<file path="src/rtl/gcal_pkg.sv">
package gcal_pkg;

   typedef enum logic [1:0] {
      MODE_NORMAL = 2'b00,
      MODE_CAL    = 2'b01,
      MODE_IDEAL  = 2'b10
   } stage_mode_e;

endpackage

</file>
<file path="src/rtl/gcal_trial_timer.sv">
// Cycle counter inside one successive-approximation trial.
module gcal_trial_timer #(
   parameter int TRIAL_CYC = 8
) (
   input  logic clk,
   input  logic rst,
   input  logic clear_i,
   input  logic run_i,
   output logic last_o
);
   localparam int CNT_W = (TRIAL_CYC > 1) ? $clog2(TRIAL_CYC) : 1;
   localparam logic [CNT_W-1:0] LAST = CNT_W'(TRIAL_CYC - 1);

   logic [CNT_W-1:0] cnt_q;

   always_ff @(posedge clk) begin
      if (rst || clear_i) begin
         cnt_q <= '0;
      end else if (run_i) begin
         cnt_q <= (cnt_q == LAST) ? '0 : cnt_q + 1'b1;
      end
   end

   assign last_o = (cnt_q == LAST);
endmodule

</file>
<file path="src/rtl/gcal_sar_reg.sv">
// One stage's trim-code register with the successive-approximation bit update.
module gcal_sar_reg #(
   parameter int CODE_W = 7,
   parameter int BIT_W  = 3
) (
   input  logic              clk,
   input  logic              rst,
   input  logic              load_i,
   input  logic              latch_i,
   input  logic [BIT_W-1:0]  bit_i,
   input  logic              keep_i,
   output logic [CODE_W-1:0] code_o
);
   localparam logic [CODE_W-1:0] MID = CODE_W'(1) << (CODE_W - 1);

   logic [CODE_W-1:0] code_q;

   always_ff @(posedge clk) begin
      if (rst || load_i) begin
         code_q <= MID;
      end else if (latch_i) begin
         code_q[bit_i] <= keep_i;
         if (bit_i != '0) begin
            code_q[bit_i - 1'b1] <= 1'b1;
         end
      end
   end

   assign code_o = code_q;
endmodule

</file>
<file path="src/rtl/gcal_seq.sv">
// Foreground gain-calibration sequencer: walks stages from last to first,
// running a successive-approximation search on each stage's trim code.
module gcal_seq #(
   parameter int NUM_STAGES = 3,
   parameter int CODE_W     = 7,
   parameter int TRIAL_CYC  = 8
) (
   input  logic                           clk,
   input  logic                           rst,
   input  logic                           start_i,
   input  logic                           cmp_low_i,
   output logic [2*NUM_STAGES-1:0]        mode_o,
   output logic [NUM_STAGES*CODE_W-1:0]   trim_o,
   output logic                           busy_o,
   output logic                           done_o
);
   import gcal_pkg::*;

   localparam int BIT_W = $clog2(CODE_W);
   localparam int STG_W = (NUM_STAGES > 1) ? $clog2(NUM_STAGES) : 1;
   localparam logic [STG_W-1:0] STG_TOP = STG_W'(NUM_STAGES - 1);
   localparam logic [BIT_W-1:0] BIT_TOP = BIT_W'(CODE_W - 1);

   if (NUM_STAGES < 1 || CODE_W < 2 || TRIAL_CYC < 2) begin : g_bad_param
      $error("gcal_seq: NUM_STAGES>=1, CODE_W>=2 and TRIAL_CYC>=2 required");
   end

   logic             busy_q, done_q;
   logic [STG_W-1:0] stage_q;
   logic [BIT_W-1:0] bit_q;
   logic             trial_end, accept, sample, last_bit, last_stage;

   assign accept     = start_i & ~busy_q;
   assign sample     = busy_q & trial_end;
   assign last_bit   = (bit_q == '0);
   assign last_stage = (stage_q == '0);

   gcal_trial_timer #(.TRIAL_CYC(TRIAL_CYC)) i_timer (
      .clk     (clk),
      .rst     (rst),
      .clear_i (accept),
      .run_i   (busy_q),
      .last_o  (trial_end)
   );

   always_ff @(posedge clk) begin
      if (rst) begin
         busy_q  <= 1'b0;
         done_q  <= 1'b0;
         stage_q <= STG_TOP;
         bit_q   <= BIT_TOP;
      end else begin
         done_q <= 1'b0;
         if (accept) begin
            busy_q  <= 1'b1;
            stage_q <= STG_TOP;
            bit_q   <= BIT_TOP;
         end else if (sample) begin
            if (last_bit) begin
               bit_q <= BIT_TOP;
               if (last_stage) begin
                  busy_q <= 1'b0;
                  done_q <= 1'b1;
               end else begin
                  stage_q <= stage_q - 1'b1;
               end
            end else begin
               bit_q <= bit_q - 1'b1;
            end
         end
      end
   end

   for (genvar s = 0; s < NUM_STAGES; s++) begin : g_stage
      logic load, latch;
      logic [CODE_W-1:0] code;

      if (s == NUM_STAGES - 1) begin : g_first
         assign load = accept;
      end else begin : g_later
         assign load = sample & last_bit & ~last_stage & (stage_q == STG_W'(s + 1));
      end
      assign latch = sample & (stage_q == STG_W'(s));

      gcal_sar_reg #(.CODE_W(CODE_W), .BIT_W(BIT_W)) i_sar (
         .clk     (clk),
         .rst     (rst),
         .load_i  (load),
         .latch_i (latch),
         .bit_i   (bit_q),
         .keep_i  (cmp_low_i),
         .code_o  (code)
      );

      assign trim_o[s*CODE_W +: CODE_W] = code;
      assign mode_o[2*s +: 2] =
         !busy_q                    ? MODE_NORMAL :
         (stage_q == STG_W'(s))     ? MODE_CAL    :
         (STG_W'(s) > stage_q)      ? MODE_IDEAL  : MODE_NORMAL;
   end

   assign busy_o = busy_q;
   assign done_o = done_q;
endmodule


</file>
<file path="config.mk">
export PLATFORM = sky130hd
export DESIGN_NAME = gcal_seq
export DESIGN_NICKNAME = d
export VERILOG_FILES = /design/src/rtl/gcal_pkg.sv /design/src/rtl/gcal_trial_timer.sv /design/src/rtl/gcal_sar_reg.sv /design/src/rtl/gcal_seq.sv
export SDC_FILE = /design/constraint.sdc
export NUM_CORES = 1
export LEC_CHECK = 0
export BUFFER_PORTS_ARGS = -buffer_cell sky130_fd_sc_hd__buf_4
export CAP_MARGIN = 20
export CORE_MARGIN = 10
export CORE_UTILIZATION = 35
export DETAILED_ROUTE_END_ITERATION = 7
export SLEW_MARGIN = 10
export SYNTH_ARGS = -nofsm -noshare
export SYNTH_HDL_FRONTEND = slang
export SYNTH_SLANG_ARGS = --single-unit
</file>
<file path="constraint.sdc">
create_clock -name clk -period 5.25 [get_ports clk]
set_input_delay 0.2625 -clock clk [delete_from_list [all_inputs] [get_ports clk]]
set_output_delay 0.2625 -clock clk [all_outputs]
set_load 0.05 [all_outputs]
</file>
==> results of run 1 <==
critical path, stage by stage (launching register included):
cell      delay [ns]
dfxtp_1         0.48
inv_1           0.18
ha_1            0.46
nand2b_1        0.19
nor2_1          0.05
a221oi_1        0.44
o22ai_1         0.17
worst max path at each step:
stage                  start                         end  depth (start not counted)
global placement    bit_q[0]  g_stage[1].i_sar.code_o[3]                          6
global route        bit_q[0]  g_stage[1].i_sar.code_o[3]                          6
detailed placement  bit_q[0]  g_stage[2].i_sar.code_o[2]                          6
floorplan             busy_o                   mode_o[5]                          3
CTS                 bit_q[0]  g_stage[1].i_sar.code_o[3]                          6
finish              bit_q[0]  g_stage[1].i_sar.code_o[3]                          6
cell type report:
cell class / instances / area share (%)
Timing Repair Buffer: 31 / 12.3
Sequential cell: 31 / 32.9
Clock buffer: 6 / 4.38
Multi-Input combinational cell: 133 / 44.2
Inverter: 5 / 0.995
Tap cell: 50 / 3.32
Clock inverter: 2 / 1.86
metrics by stage:
step                utilization, %  power, uW
finish                        45.8        507
global route                  45.8        524
CTS                           45.8        510
detailed placement            43.0        266
global placement              43.0        266
floorplan                        -        261
registers in the layout, indices dropped and copies added (netlist names):
register and cells:
g_stage.i_sar.code_o 21, bit_q 3, i_timer.cnt_q 3, stage_q 2, busy_o 1, done_o 1
Yosys cell counts:
library cell  count  area share, %
dfxtp_1          31             41
o22ai_1          23            9.4
o21ai_0          22            7.2
nand2_1          13            3.2
nor2_1           13            3.2
ha_1              8            6.5
a21oi_1           7            2.3
nand2b_1          7            2.9
inv_1             5            1.2
nand3_1           5            1.6
nor3_1            5            1.6
and2_2            4            2.0
o211ai_1          4            2.0
buf_2             3           0.98
a21o_2            2            1.1
a221oi_1          2            1.1
a31oi_1           2           0.82
buf_6             2            1.5
clkbuf_1          2           0.49
mux2i_1           2            1.3
a211o_4           1            1.1
a21o_1            1           0.49
and2_1            1           0.41
and2_4            1           0.57
and3_2            1           0.49
buf_4             1           0.49
clkbuf_2          1           0.33
conb_1            1           0.25
nand2_4           1           0.74
nor2b_1           1           0.41
nor3_4            1            1.1
o31a_1            1           0.57
o32a_1            1           0.65
or2_0             1           0.41
or2_2             1           0.41
xnor2_1           1           0.57
metal layers:
layer  routed length (um)  global-route usage [%]  up-vias
met3                  290                    3.31        6
met2                 1850                    16.7       67
met4                   63                    4.94        0
met5                    0                       0        -
li1                     -                       -      708
met1                 1980                    15.9      652
where the power goes:
group / switching, uW / internal, uW / total (uW) / leakage (uW)
sequential: 2.07 / 236 / 238 / 0.000250
clock: 93.2 / 153 / 247 / 0.0000612
combinational: 14.8 / 7.40 / 22.2 / 0.000450
kinds of logic (layout without fill, tap and decap cells):
kind of cell	after synthesis	count (layout)
AOI/OAI and AO/OA	66	66
xor gates and xnor gates	1	1
adders and majority gates	8	8
buffers and inverters	14	44
DFF	31	31
muxes	2	2
other	1	1
and+or+nand+nor	55	55
==> results.cfg, run 1 <==
[floorplan]
dieArea_um2 = 7420
rows = 23
ios = 33
core_um2 = 4120
die_h_um = 86.1
die_x_um = 86.1
initial_utilization_pct = 37.2

[synthesis]
ys_seq_elements = 31
synth_fa_ha_area_share_pct = 6.54
synth-warning-count = 0
synth_xor_area_share_pct = 0.572
yosysSeqAreaShare_pct = 40.6
ys_types = 36
synthCells = 178
synth_compound_area_share_pct = 26.8
synth_top_family_by_area = compound AO/OA/AOI/OAI gates
syn_area_um2 = 1530
yosys.area_share.simple_pct = 19.0
synthMuxAreaShare_pct = 1.31
syn_avg_cell_area_um2 = 8.60
synth_nets = 190

[hold_path]
hold_end = busy_o
holdCritStartpoint = rst
hold_path_class = in2reg
hold_depth = 2

[worst_setup_path]
cp.arrival_ns = 2.24
worstSetupEndpointType = flop
crit_type = reg2reg
r2r-start = bit_q[0]
r2r_setup_slack_ns = 3.16
worstRegToRegCells = 6
crit_fanout = 9
start_kind = flop
crit_required_ns = 5.40
r2r-end = g_stage[1].i_sar.code_o[3]

[global_route]
antenna_found_initial = 0
grt_pass1_wl_um = 7160
gr-usage-all-layers_pct = 11.7
gr-total-overflow = 0
grt_max_degree = 13
grt_pass1_vias = 1418

[finish]
finalNonFillerCells = 258
antenna_cells = 0
layout_common_cells = dfxtp_1, buf_4, o22ai_1, o21ai_0
fin_area_um2 = 1890
drive_above_1_share_pct = 24.5
area_delta_synth_final_pct = 23.2
seq_area_um2 = 621
final_nets = 219
fillers = 419
multi_input_area_um2 = 833

[sta]
drv_slew = 0
skew_ns = 0.00612
tightestPinTransition_ns = 0.518
hold_viol = 0
clock.fmax_mhz = 478
period_share_pct = 39.8
tns_ns = 0
slew-limit-headroom_pct = 65.5
fin_crit_ns = 2.09
setup_viol = 0
fin_ws_ns = 3.16
rsz0062_at_grt = no
whs_ns = 0.230

[place]
place_congestion = 0.890
placed_cells = 250
pre_cts_slack_ns = 3.22
port_buffers = 31
placed_area_um2 = 1770
hpwl_um = 3160

[cts]
cts_hold_buf = 0
cts_resized = 0
clk_pin_slew_ns = 0.07
cts_setup_buffers = 0
cts_root_buffer = clkbuf_8
cts_tree = yes
clockBufferDepth = 2
clock-sinks = 31
h-tree-depth = 2
cts_buffers = 5
clk_latency_ns = 0.29

[run]
maxCapViolations = 0

[drt]
ant_nets = 0
drc = 0
first_pass_iters = 4
wl_per_cell_um = 16.2
drtIter0Drc = 157
routed_wl_um = 4190
routed-via-count = 1433
avgViaCountPerCell = 5.55

[power_and_ir_drop]
p_per_area_nw_per_um2 = 269
power_leakage_uw = 0.000761
peakVddDrop_mv = 0.188

[status]
status = finished clean
(Power assumes the default switching activity.)
==> run 2: changes to the inputs <==
--- a/config.mk
+++ b/config.mk
@@ -5,6 +5,7 @@
 export SDC_FILE = /design/constraint.sdc
 export NUM_CORES = 1
 export LEC_CHECK = 0
+export ABC_AREA = 1
 export BUFFER_PORTS_ARGS = -buffer_cell sky130_fd_sc_hd__buf_4
 export CAP_MARGIN = 20
 export CORE_MARGIN = 10
==> constraint.sdc (replaced) <==
create_clock -name clk -period 1.93 [get_ports clk]
set_input_delay 0.0965 -clock clk [delete_from_list [all_inputs] [get_ports clk]]
set_output_delay 0.0965 -clock clk [all_outputs]
set_load 0.05 [all_outputs]
==> run 2 against run 1 <==
Die area increased by 6.4%. Clock skew increased by 0.0025 ns. Cell area increased by 8.9%. Routed wire length decreased by 0.57%. Largest cell class unchanged. Highest routed layer unchanged.
==> results.cfg, run 2 <==
[place]
port_buffers = 31
place_congestion = 0.780
hpwl_um = 3200

[drt]
wl_met2_um = 1850
first_pass_iters = 4
avgViaCountPerCell = 4.89
ant_nets = 0
drc = 0
met3_length_um = 290
dr.max_layer_used = met4
routed-via-count = 1456
wl_per_cell_um = 14.0
drtIter0Drc = 121
routed_wl_um = 4170
met1Wirelength_um = 1970

[floorplan]
initial_utilization_pct = 37.1
ios = 33
die_x_um = 88.8
core_um2 = 4470
dieArea_um2 = 7890
die_h_um = 88.8
rows = 24

[sta]
fin_crit_ns = 1.64
setup_viol = 0
tns_ns = 0
rsz0062_at_grt = no
skew_ns = 0.00859
clock.fmax_mhz = 610
hold_viol = 0
drv_slew = 0
period_share_pct = 84.9

[finish]
fillers = 451
layout_common_cells = nand2_1, buf_4, dfxtp_1, a21oi_1, o21ai_0
area_delta_synth_final_pct = 23.8
drive_above_1_share_pct = 26.8
final_common_cell = nand2_1
antenna_cells = 0
final_util_pct = 45.9
largest_register_ffs = 21
final_nets = 257

[worst_setup_path]
crit_fanout = 11
crit_type = reg2reg
worstSetupEndpointType = flop
r2r_setup_slack_ns = 0.29
cp.arrival_ns = 1.87
crit_required_ns = 2.16
start_kind = flop

[synthesis]
syn_area_um2 = 1660
yosysSeqAreaShare_pct = 37.4
synthCells = 210
synth_common_cells = nand2_1, dfxtp_1, a21oi_1, o21ai_0, inv_1
async_reset_ff_share_pct = 0
ys_seq_elements = 31
synth_edf_count = 0
synth_area_leader_cell = dfxtp_1
synth-warning-count = 0
synth_nets = 222
ys.flop_type = dfxtp_1
synth_top_cells_by_area = dfxtp_1, nand2_1, a21oi_1
synth.most_common_cell = nand2_1
ys_types = 30
synth_top_area_share_pct = 37.4
syn_avg_cell_area_um2 = 7.89

[power_and_ir_drop]
peakVddDrop_mv = 0.389
total_power_uw = 1390
power_leakage_uw = 0.000912
p_per_area_nw_per_um2 = 675

[global_route]
gr-usage-all-layers_pct = 11.5
grt_pass1_wl_um = 7010
grt_pass1_vias = 1461
grt_max_degree = 15
antenna_found_initial = 0
gr-total-overflow = 0

[run]
maxCapViolations = 0

[cts]
clock-sinks = 31
clk_latency_ns = 0.29
cts_buffers = 5
cts_resized = 0
cts_setup_buffers = 0
cts_root_buffer = clkbuf_8
clk_pin_slew_ns = 0.06
clockBufferDepth = 2
h-tree-depth = 2
cts_tree = yes
cts_hold_buf = 0

[hold_path]
hold_path_class = in2reg

[status]
status = finished clean
-- run 2: cell count changes after synthesis, moves of 6 or more --
cell	previous run	this run
nand2_1	13	49
nand2b_1	7	0
nand4_1	0	6
nand3_1	5	11
nor2_1	13	3
inv_1	5	16
a21oi_1	7	27
o22ai_1	23	0
-- run 2: routing by layer --
metal	up-vias	track usage (%)
met5	-	0
met2	34	17.8
met4	0	4.26
li1	768	-
met3	8	5.15
met1	646	13.6
-- run 2: layout make-up --
class / count / area (um^2) / area share, %
multi-input cells: 149 / 893 / 43.5
flip-flops and latches: 31 / 621 / 30.2
repair buffers: 35 / 263 / 12.8
inverters: 23 / 93.8 / 4.57
clock buffers: 6 / 82.6 / 4.02
well taps: 52 / 65.1 / 3.17
clock inverters: 2 / 35.0 / 1.71
-- run 2: power by group --
part	internal, uW	total [uW]	switching (uW)
logic	19.3	64.5	45.2
registers	643	647	4.13
clock network	418	675	257
-- run 2: worst max-delay path, stage by stage, from the launching register on --
cell     delay [ns]
dfxtp_1        0.32
inv_2          0.19
ha_1           0.32
inv_2          0.07
nor2_4         0.17
nand3_4        0.14
o21ai_4        0.25
a21oi_1        0.07
nand2_1        0.06
-- run 2: kinds of logic after synthesis --
logic type,Yosys count,synth area share (%)
adder cells (fa/ha/maj),8,6.04
buffers and inverters,30,8.98
flip-flops,31,37.4
AND/OR/NAND/NOR,83,27.4
AO/OA/AOI/OAI,57,19.9
other,1,0.226
-- run 2: final timing paths --
| path | from | endpoint | cells after the start |
|---|---|---|---|
| worst max-delay path | bit_q[0] | g_stage[0].i_sar.code_o[6] | 8 |
| worst min-delay path | start_i | busy_o | 3 |
| worst max register to register | bit_q[0] | g_stage[0].i_sar.code_o[6] | 8 |
| worst min register to register | g_stage[1].i_sar.code_o[6] | g_stage[1].i_sar.code_o[6] | 2 |
-- run 2: per-stage QoR --
stage          cells  worst slack (ns)  cell area, um^2  hold slack, ns
2_1_floorplan    210             0.268             1660           0.275
3_3_place_gp     290             0.308             1940           0.423
3_5_place_dp     290             0.302             1940           0.395
4_1_cts          298             0.280             2050          0.0968
5_1_grt          298             0.132             2050           0.118
6_report         298             0.291             2050          0.0994
